==> src/rtl/mbus_pkg.sv <==
package mbus_pkg;

    localparam int ADDR_W = 20;
    localparam int DATA_W = 16;
    localparam int LOW_W  = 16;
    localparam int HI_W   = ADDR_W - LOW_W;
    localparam int SEG_W  = 2;

    typedef enum logic [2:0] {
        ST_IDLE,
        ST_T1,
        ST_T2,
        ST_T3,
        ST_TW,
        ST_T4,
        ST_HELD
    } bus_state_e;

    typedef struct packed {
        logic              write;
        logic              mem;
        logic [ADDR_W-1:0] addr;
        logic [DATA_W-1:0] wdata;
        logic              hi_en;
        logic [SEG_W-1:0]  seg;
        logic              ie;
    } bus_req_t;

    function automatic logic in_cycle(bus_state_e st);
        return (st == ST_T1) || (st == ST_T2) || (st == ST_T3) ||
               (st == ST_TW) || (st == ST_T4);
    endfunction

    function automatic logic strobe_phase(bus_state_e st);
        return (st == ST_T2) || (st == ST_T3) || (st == ST_TW);
    endfunction

    function automatic logic data_phase(bus_state_e st);
        return strobe_phase(st) || (st == ST_T4);
    endfunction

    function automatic logic [HI_W-1:0] upper_addr(bus_req_t r);
        return r.mem ? r.addr[ADDR_W-1:LOW_W] : '0;
    endfunction

    function automatic logic [HI_W-1:0] status_bits(bus_req_t r);
        logic [HI_W-1:0] s;
        s = '0;
        s[SEG_W-1:0] = r.seg;
        s[SEG_W]     = r.ie;
        return s;
    endfunction

endpackage

==> src/rtl/mbus_fsm.sv <==
module mbus_fsm
    import mbus_pkg::*;
(
    input  logic       clk,
    input  logic       rst,
    input  logic       start,
    input  logic       hold,
    input  logic       ready,
    output bus_state_e state,
    output logic       can_start
);

    bus_state_e nxt;
    logic       boundary;

    assign boundary  = (state == ST_IDLE) || (state == ST_T4);
    assign can_start = boundary && !hold;

    always_comb begin
        nxt = state;
        unique case (state)
            ST_IDLE: nxt = hold ? ST_HELD : (start ? ST_T1 : ST_IDLE);
            ST_T1:   nxt = ST_T2;
            ST_T2:   nxt = ST_T3;
            ST_T3:   nxt = ready ? ST_T4 : ST_TW;
            ST_TW:   nxt = ready ? ST_T4 : ST_TW;
            ST_T4:   nxt = hold ? ST_HELD : (start ? ST_T1 : ST_IDLE);
            ST_HELD: nxt = hold ? ST_HELD : ST_IDLE;
            default: nxt = ST_IDLE;
        endcase
    end

    always_ff @(posedge clk) begin
        if (rst) state <= ST_IDLE;
        else     state <= nxt;
    end

endmodule

==> src/rtl/mbus_latch.sv <==
module mbus_latch
    import mbus_pkg::*;
(
    input  logic              clk,
    input  logic              rst,
    input  logic              start,
    input  bus_req_t          req_in,
    input  bus_state_e        state,
    input  logic              ready,
    input  logic [DATA_W-1:0] ad_in,
    output bus_req_t          cur,
    output logic              rsp_valid,
    output logic [DATA_W-1:0] rsp_rdata
);

    logic capture;

    assign capture = ((state == ST_T3) || (state == ST_TW)) && ready && !cur.write;

    always_ff @(posedge clk) begin
        if (rst) begin
            cur       <= '0;
            rsp_valid <= 1'b0;
            rsp_rdata <= '0;
        end else begin
            if (start) cur <= req_in;
            rsp_valid <= capture;
            if (capture) rsp_rdata <= ad_in;
        end
    end

endmodule

==> src/rtl/mbus_drive.sv <==
module mbus_drive
    import mbus_pkg::*;
#(
    parameter logic S7_LEVEL = 1'b1
) (
    input  bus_state_e        state,
    input  bus_req_t          cur,
    output logic [DATA_W-1:0] ad_out,
    output logic              ad_oe,
    output logic [HI_W-1:0]   as_out,
    output logic              as_oe,
    output logic              bhe_n,
    output logic              bhe_oe,
    output logic              ale,
    output logic              rd_n,
    output logic              wr_n,
    output logic              m_io,
    output logic              dt_r,
    output logic              den_n,
    output logic              ctl_oe,
    output logic              hlda
);

    logic t1;
    logic held;

    assign t1   = (state == ST_T1);
    assign held = (state == ST_HELD);

    always_comb begin
        ale    = t1;
        hlda   = held;
        ctl_oe = !held;
        as_oe  = in_cycle(state);
        bhe_oe = in_cycle(state);
        ad_oe  = t1 || (data_phase(state) && cur.write);
        ad_out = t1 ? cur.addr[LOW_W-1:0] : cur.wdata;
        as_out = t1 ? upper_addr(cur) : status_bits(cur);
        bhe_n  = t1 ? !cur.hi_en : S7_LEVEL;
        rd_n   = !(strobe_phase(state) && !cur.write);
        wr_n   = !(strobe_phase(state) && cur.write);
        den_n  = !data_phase(state);
        m_io   = cur.mem;
        dt_r   = cur.write;
    end

endmodule

==> src/rtl/mbus_ctrl.sv <==
module mbus_ctrl
    import mbus_pkg::*;
#(
    parameter logic S7_LEVEL = 1'b1
) (
    input  logic              clk,
    input  logic              rst,
    input  logic              req_valid,
    output logic              req_ready,
    input  logic              req_write,
    input  logic              req_mem,
    input  logic [ADDR_W-1:0] req_addr,
    input  logic [DATA_W-1:0] req_wdata,
    input  logic              req_hi_en,
    input  logic [SEG_W-1:0]  req_seg,
    input  logic              req_ie,
    output logic              rsp_valid,
    output logic [DATA_W-1:0] rsp_rdata,
    output logic [DATA_W-1:0] ad_out,
    output logic              ad_oe,
    input  logic [DATA_W-1:0] ad_in,
    output logic [HI_W-1:0]   as_out,
    output logic              as_oe,
    output logic              bhe_n,
    output logic              bhe_oe,
    output logic              ale,
    output logic              rd_n,
    output logic              wr_n,
    output logic              m_io,
    output logic              dt_r,
    output logic              den_n,
    output logic              ctl_oe,
    input  logic              ready,
    input  logic              hold,
    output logic              hlda
);

    bus_state_e state;
    bus_req_t   req_in;
    bus_req_t   cur;
    logic       can_start;
    logic       start;

    assign req_in = '{write: req_write, mem: req_mem, addr: req_addr,
                      wdata: req_wdata, hi_en: req_hi_en, seg: req_seg,
                      ie: req_ie};
    assign req_ready = can_start;
    assign start     = req_valid && can_start;

    mbus_fsm u_fsm (
        .clk       (clk),
        .rst       (rst),
        .start     (start),
        .hold      (hold),
        .ready     (ready),
        .state     (state),
        .can_start (can_start)
    );

    mbus_latch u_latch (
        .clk       (clk),
        .rst       (rst),
        .start     (start),
        .req_in    (req_in),
        .state     (state),
        .ready     (ready),
        .ad_in     (ad_in),
        .cur       (cur),
        .rsp_valid (rsp_valid),
        .rsp_rdata (rsp_rdata)
    );

    mbus_drive #(.S7_LEVEL(S7_LEVEL)) u_drive (
        .state  (state),
        .cur    (cur),
        .ad_out (ad_out),
        .ad_oe  (ad_oe),
        .as_out (as_out),
        .as_oe  (as_oe),
        .bhe_n  (bhe_n),
        .bhe_oe (bhe_oe),
        .ale    (ale),
        .rd_n   (rd_n),
        .wr_n   (wr_n),
        .m_io   (m_io),
        .dt_r   (dt_r),
        .den_n  (den_n),
        .ctl_oe (ctl_oe),
        .hlda   (hlda)
    );

endmodule

==> config.mk <==
export PLATFORM = sky130hd
export DESIGN_NAME = mbus_ctrl
export DESIGN_NICKNAME = d
export VERILOG_FILES = /design/src/rtl/mbus_pkg.sv /design/src/rtl/mbus_fsm.sv /design/src/rtl/mbus_latch.sv /design/src/rtl/mbus_drive.sv /design/src/rtl/mbus_ctrl.sv
export SDC_FILE = /design/constraint.sdc
export NUM_CORES = 1
export LEC_CHECK = 0
export BUFFER_PORTS_ARGS = -buffer_cell sky130_fd_sc_hd__buf_2
export CORE_ASPECT_RATIO = 1.5
export CORE_MARGIN = 8
export CORE_UTILIZATION = 44
export DETAILED_ROUTE_END_ITERATION = 16
export GPL_TIMING_DRIVEN = 0
export PLACE_DENSITY = 0.83
export SETUP_SLACK_MARGIN = 0.05
export SYNTH_ARGS = -nofsm -noshare
export SYNTH_HDL_FRONTEND = slang
export SYNTH_HIERARCHICAL = 1
export SYNTH_SLANG_ARGS = --single-unit
==> constraint.sdc <==
create_clock -name clk -period 1.78 [get_ports clk]
set_input_delay 0.089 -clock clk [delete_from_list [all_inputs] [get_ports clk]]
set_output_delay 0.089 -clock clk [all_outputs]
set_load 0.03 [all_outputs]
==> results.sh, run 1 <==
export IMPL_outcome="finished with violations"
export IMPL_grt_usage_pct=18.6
export IMPL_finalSetupTns_ps=-1570
export IMPL_slowest_stage="dfxtp_4"
export IMPL_fin_area_mm2=0.00470
export IMPL_fp_dieH_um=116
export IMPL_finalSetupViolCount=37
export IMPL_gp_congestion=0.757
export IMPL_routed_wl_um=9320
export IMPL_cp_end_kind="flip-flop"
export IMPL_crit_family="buffers and inverters"
export IMPL_skew_ps=9.11
export IMPL_ios=113
export IMPL_worstPathRequired_ps=1980
export IMPL_finalPower_mw=4.54
export IMPL_wire_per_inst_um=17.3
export IMPL_worstPathArrival_ps=2070
export IMPL_dieWidth_um=82.5
export IMPL_final_common_cell="buf_2"
export IMPL_powerDensity_mw_per_mm2=966
export IMPL_clock_latency_ps=330
export IMPL_synth_warnings=6
export IMPL_cap_violations=0
export IMPL_period_needed_ps=1870
export IMPL_final_cell_mix="91 x buf_2, 59 x dfxtp_1, 56 x mux2i_1, 44 x nor2_1, 34 x nand2b_1"
export IMPL_syn_inst=282
export IMPL_ant_nets=0
export IMPL_preCtsSetupSlack_ps=-89.8
export IMPL_via_count=2659
export IMPL_start_kind="flip-flop"
export IMPL_slew_headroom_pct=66.9
export IMPL_drc=0
export IMPL_dp_final_hpwl_um=5530
export IMPL_n_antenna_cell=0
export IMPL_synth_top_area_share_pct=42.5
export IMPL_rsz0062_at_grt="yes"
export IMPL_portBuffers=112
export IMPL_clk_pin_slew_worst_paths_ps=70
export IMPL_drive_above_1_share_pct=43.7
export IMPL_start_util_pct=45.0
export IMPL_cts_buffers=9
export IMPL_hold_path_class="in -> reg"
export IMPL_cts_buffer_depth=2
export IMPL_path_buf_inv=4
export IMPL_seq_area_frac_synth_pct=42.5
export IMPL_ys_top_cells_by_area="dfxtp_1 42%, mux2i_1 22%, nand2b_1 7.3%"
export IMPL_dr_pass1_iters=4
export IMPL_worst_pin_slew_ps=497
export IMPL_grt_pass1_wl_um=13600
export IMPL_clock_sinks=62
export IMPL_area_growth_synth_to_final_pct=60.8
export IMPL_drv_slew=0
export IMPL_seq_area_mm2=0.00125
export IMPL_synth_area_mm2=0.00292
export IMPL_floorplan_die_area_mm2=0.00956
export IMPL_hold_viol_final=0
export IMPL_synth_area_leader_cell="dfxtp_1"
export IMPL_rows=36
export IMPL_path_cells="buf_8 > xor2_2 > nor3_4 > and2_4 > clkbuf_16 > buf_12 > buf_16 > mux2i_1 > nor2_1"
export IMPL_htreeDepth=3
export IMPL_max_freq_mhz=535
export IMPL_vias_per_cell=4.94
export IMPL_stdcell_count=538
export IMPL_synthesis_nets=345
export IMPL_irDropWorstVdd_mv=0.628
export IMPL_clock_root_buffer="clkbuf_8"
export IMPL_tritoncts="done"
export IMPL_ys_ff_latch=62
export IMPL_coreArea_mm2=0.00649
export IMPL_crit_path_max_incr_delay_ps=360
export IMPL_grt_pass1_vias=2836
export IMPL_final_period_utilization_pct=105
export IMPL_drt_iter0_drc=113
export IMPL_antenna_found_initial=0
export IMPL_fillers=429
export IMPL_grt_max_degree=11
export IMPL_fin_nets=521
export IMPL_crit_type="reg -> reg"
export IMPL_crit_fanout=7
export IMPL_setup_slack_ps=-88.3
export IMPL_place_inst=470
export IMPL_p_leak_nw=2.02
export IMPL_fin_util_pct=72.4
export IMPL_grt_remaining_overflow=0
export IMPL_avgSynthCellArea_um2=10.4
export IMPL_multi_input_area_mm2=0.00160
export IMPL_whs_ps=22.0
export IMPL_violations="setup timing"
export IMPL_yosys_cell_types_count=37
export IMPL_place_area_mm2=0.00364
[state kept, by name, summed over array words and instances (netlist names)]
| name | flops |
|---|---|
| u_latch/rsp_rdata | 16 |
| u_latch/rsp_valid | 1 |
| u_fsm/state | 3 |
| u_latch/cur | 42 |
[worst register-to-register path, stage by stage, from the launching register on]
cell	delay [ps]
dfxtp_4	360
buf_8	130
xor2_2	180
nor3_4	200
and2_4	200
clkbuf_16	170
buf_12	110
buf_16	110
mux2i_1	220
nor2_1	70
[cell families (layout without fill, tap and decap cells)]
family	after synthesis	after routing	share of synthesized area (%)
multiplexers	79	79	29.0
flip-flops	62	62	42.5
XOR/XNOR	2	2	0.600
buffers and inverters	27	207	6.17
AND/OR/NAND/NOR	101	101	18.6
AO/OA/AOI/OAI	11	11	3.08
[repair_timing]
item / CTS / global route
hold buffers: 27 / 2
pin swaps: 4 / 4
gates resized for setup: 63 / 22
endpoints found under the hold margin: 27 / 2
cloned: 6 / 0
buffers inserted: 12 / 9
endpoints found under the setup margin: 73 / 64
[cells in the mapped netlist (all sizes together)]
cell / n
nand2b: 35
nor2: 44
a211oi: 1
nor2b: 4
and3: 1
o32ai: 1
xnor2: 1
o21bai: 1
nor3b: 3
and2: 1
clkbuf: 8
xor2: 1
nor3: 2
o21ai: 1
o22a: 1
nand3b: 4
or2: 1
o221a: 1
dfxtp: 62
a21oi: 3
mux2i: 63
or3b: 1
mux2: 16
o2bb2ai: 1
inv: 4
buf: 15
nand2: 5
a31oi: 1
[power by group]
group,switching [mW],internal (mW),leakage [nW],total (mW)
clock,0.540,0.673,0.0952,1.21
sequential,0.0804,1.51,0.506,1.59
combinational,0.835,0.896,1.42,1.73
[path summary, 6_finish.rpt]
path | startpoint | end | cells after the start | slack (ps)
max | u_fsm/state[0] | u_latch/cur[21] | 9 | -90
min | ad_in[6] | u_latch/rsp_rdata[6] | 3 | 20
max reg2reg | u_fsm/state[0] | u_latch/cur[21] | 9 | -90
min reg2reg | u_latch/rsp_rdata[9] | u_latch/rsp_rdata[9] | 2 | 470
[cell type report]
type                       instances  share of cell area (%)
clock inverter                     4                    1.01
timing repair buffer             166                    27.9
clock buffer                      11                    3.01
sequential                        62                    26.6
buffer                            22                    5.06
tap                               76                    2.02
inverter                           4                   0.320
multi-input combinational        193                    34.0
[metal layers]
| metal | share of wire [%] | routed length [µm] | global-route usage [%] |
|---|---|---|---|
| met3 | 7.0 | 653 | 5.82 |
| met1 | 38 | 3500 | 18.2 |
| met4 | 0.79 | 74 | 5.32 |
| met5 | 0 | 0 | 0 |
| met2 | 55 | 5080 | 35.3 |
(Power assumes the default switching activity.)
==> run 2, diff against run 1 <==
Settings changed: PLACE_DENSITY 0.83 to 0.76.
==> run 2 against run 1 <==
Count of clock-buffer cells in the layout unchanged. Design area increased by 0.11%. The flow still finishes with violations (setup timing). Clock power increased by 17%. Die area unchanged. Total power increased by 3.8%. Sequential share of layout area about the same. Via count decreased by 2.0%.
==> results.sh, run 2 (same netlist as run 1, synthesis figures left out) <==
export IMPL_hold_viol_final=0
export IMPL_drv_slew=0
export IMPL_max_freq_mhz=540
export IMPL_fin_nets=517
export IMPL_cp_end_kind="flip-flop"
export IMPL_grt_max_degree=12
export IMPL_htreeDepth=3
export IMPL_cpMostUsedCell="buf_12"
export IMPL_hold_path_class="in -> reg"
export IMPL_fillers=457
export IMPL_floorplan_die_area_mm2=0.00956
export IMPL_p_leak_nw=2.03
export IMPL_path_cells="buf_8 > xor2_2 > nor3_4 > and2_4 > clkbuf_16 > buf_12 > buf_12 > mux2i_4 > nor2_1"
export IMPL_worstPathArrival_ps=2060
export IMPL_clock_latency_ps=330
export IMPL_gp_congestion=0.757
export IMPL_rsz0062_at_grt="yes"
export IMPL_drc=0
export IMPL_ios=113
export IMPL_cts_buffers=9
export IMPL_final_cell_mix="91 x buf_2, 59 x dfxtp_1, 55 x mux2i_1, 44 x nor2_1, 34 x nand2b_1"
export IMPL_grt_pass1_vias=2754
export IMPL_violations="setup timing"
export IMPL_fin_util_pct=72.5
export IMPL_dieWidth_um=82.5
export IMPL_finalSetupTns_ps=-1340
export IMPL_top_register="u_latch/cur"
export IMPL_ant_nets=0
export IMPL_drt_iter0_drc=101
export IMPL_skew_ps=7.94
export IMPL_irDropWorstVdd_mv=0.834
export IMPL_largestRegisters="u_latch/cur (42), u_latch/rsp_rdata (16), u_fsm/state (3)"
export IMPL_powerDensity_mw_per_mm2=1000
export IMPL_cts_buffer_depth=2
export IMPL_antenna_found_initial=0
export IMPL_portBuffers=112
export IMPL_drive_above_1_share_pct=44.9
export IMPL_worstPathRequired_ps=1990
export IMPL_dr_pass1_iters=4
export IMPL_dp_final_hpwl_um=5410
export IMPL_clk_pin_slew_worst_paths_ps=70
export IMPL_start_kind="flip-flop"
export IMPL_wire_per_inst_um=16.3
export IMPL_grt_remaining_overflow=0
export IMPL_routed_wl_um=8710
export IMPL_vias_per_cell=4.87
export IMPL_final_period_utilization_pct=104
export IMPL_final_common_cell="buf_2"
export IMPL_coreArea_mm2=0.00649
export IMPL_path_buf_inv=4
export IMPL_rows=36
export IMPL_slew_headroom_pct=68.1
export IMPL_crit_family="buffers and inverters"
export IMPL_worst_pin_slew_ps=478
export IMPL_area_growth_synth_to_final_pct=60.9
export IMPL_clock_root_buffer="clkbuf_8"
export IMPL_tritoncts="done"
export IMPL_grt_pass1_wl_um=12800
export IMPL_grt_usage_pct=17.3
export IMPL_crit_path_max_incr_delay_ps=350
export IMPL_outcome="finished with violations"
export IMPL_clock_sinks=62
export IMPL_via_count=2606
export IMPL_period_needed_ps=1850
export IMPL_multi_input_area_mm2=0.00160
export IMPL_crit_type="reg -> reg"
export IMPL_fp_dieH_um=116
export IMPL_n_antenna_cell=0
export IMPL_start_util_pct=45.0
export IMPL_finalPower_mw=4.71
export IMPL_setup_slack_ps=-70.7
export IMPL_finalSetupViolCount=41
export IMPL_largest_reg_flops=42
export IMPL_slowest_stage="dfxtp_4"
export IMPL_seq_area_mm2=0.00125
export IMPL_cap_violations=0
export IMPL_crit_fanout=7
==> run 2: through the flow <==
stage	std cells	area, µm²	setup WS, ps	hold slack (ps)
floorplan	282	2990	-109	158
global placement	470	3640	-11.0	323
detailed placement	470	3640	-68.4	330
CTS	524	4500	-56.3	0.113
global route	535	4700	-114	0.876
finish	535	4700	-70.7	10.3
==> run 2: worst register-to-register path: cells and delay by family (launching register included) <==
| family | cells | cell delay [ps] |
|---|---|---|
| xor+xnor | 1 | 180 |
| buf+inv | 4 | 540 |
| flops | 1 | 350 |
| mux | 1 | 230 |
| simple gates | 3 | 440 |
==> run 2: what timing repair did <==
action	CTS	global route
setup buffers	10	12
hold buffers	24	0
pin swaps	3	4
hold endpoints to repair	24	0
setup endpoints to repair	73	74
gates resized for setup	60	26
cloned	4	1
==> run 2: path summary, 6_finish.rpt <==
| check | start | to | slack [ps] | cells after the start |
|---|---|---|---|---|
| setup reg to reg | u_fsm/state[0] | u_latch/cur[30] | -70 | 9 |
| hold / removal | req_wdata[7] | u_latch/cur[11] | 10 | 3 |
| setup / recovery | u_fsm/state[0] | u_latch/cur[30] | -70 | 9 |
| hold reg to reg | u_latch/rsp_rdata[7] | u_latch/rsp_rdata[7] | 470 | 2 |
==> run 2: per-layer routing <==
| layer | vias to the layer above | GRT usage [%] | part of all wire, % |
|---|---|---|---|
| li1 | 1285 | - | - |
| met2 | 99 | 31.2 | 54 |
| met4 | 0 | 7.17 | 3.0 |
| met1 | 1204 | 17.8 | 37 |
| met5 | - | 0 | 0 |
| met3 | 18 | 4.97 | 6.8 |
==> run 2: final cells by class <==
class / instances / share of cell area, %
repair buffers: 163 / 27.4
well taps: 76 / 2.02
clock buffers: 11 / 3.22
flip-flops and latches: 62 / 26.6
multi-input cells: 193 / 34.0
clock inverters: 5 / 1.73
inverters: 4 / 0.319
plain buffers: 21 / 4.74
==> run 2: power by group <==
| part | switching (mW) | internal, mW |
|---|---|---|
| combinational | 0.815 | 0.889 |
| clock | 0.553 | 0.865 |
| sequential | 0.0755 | 1.51 |
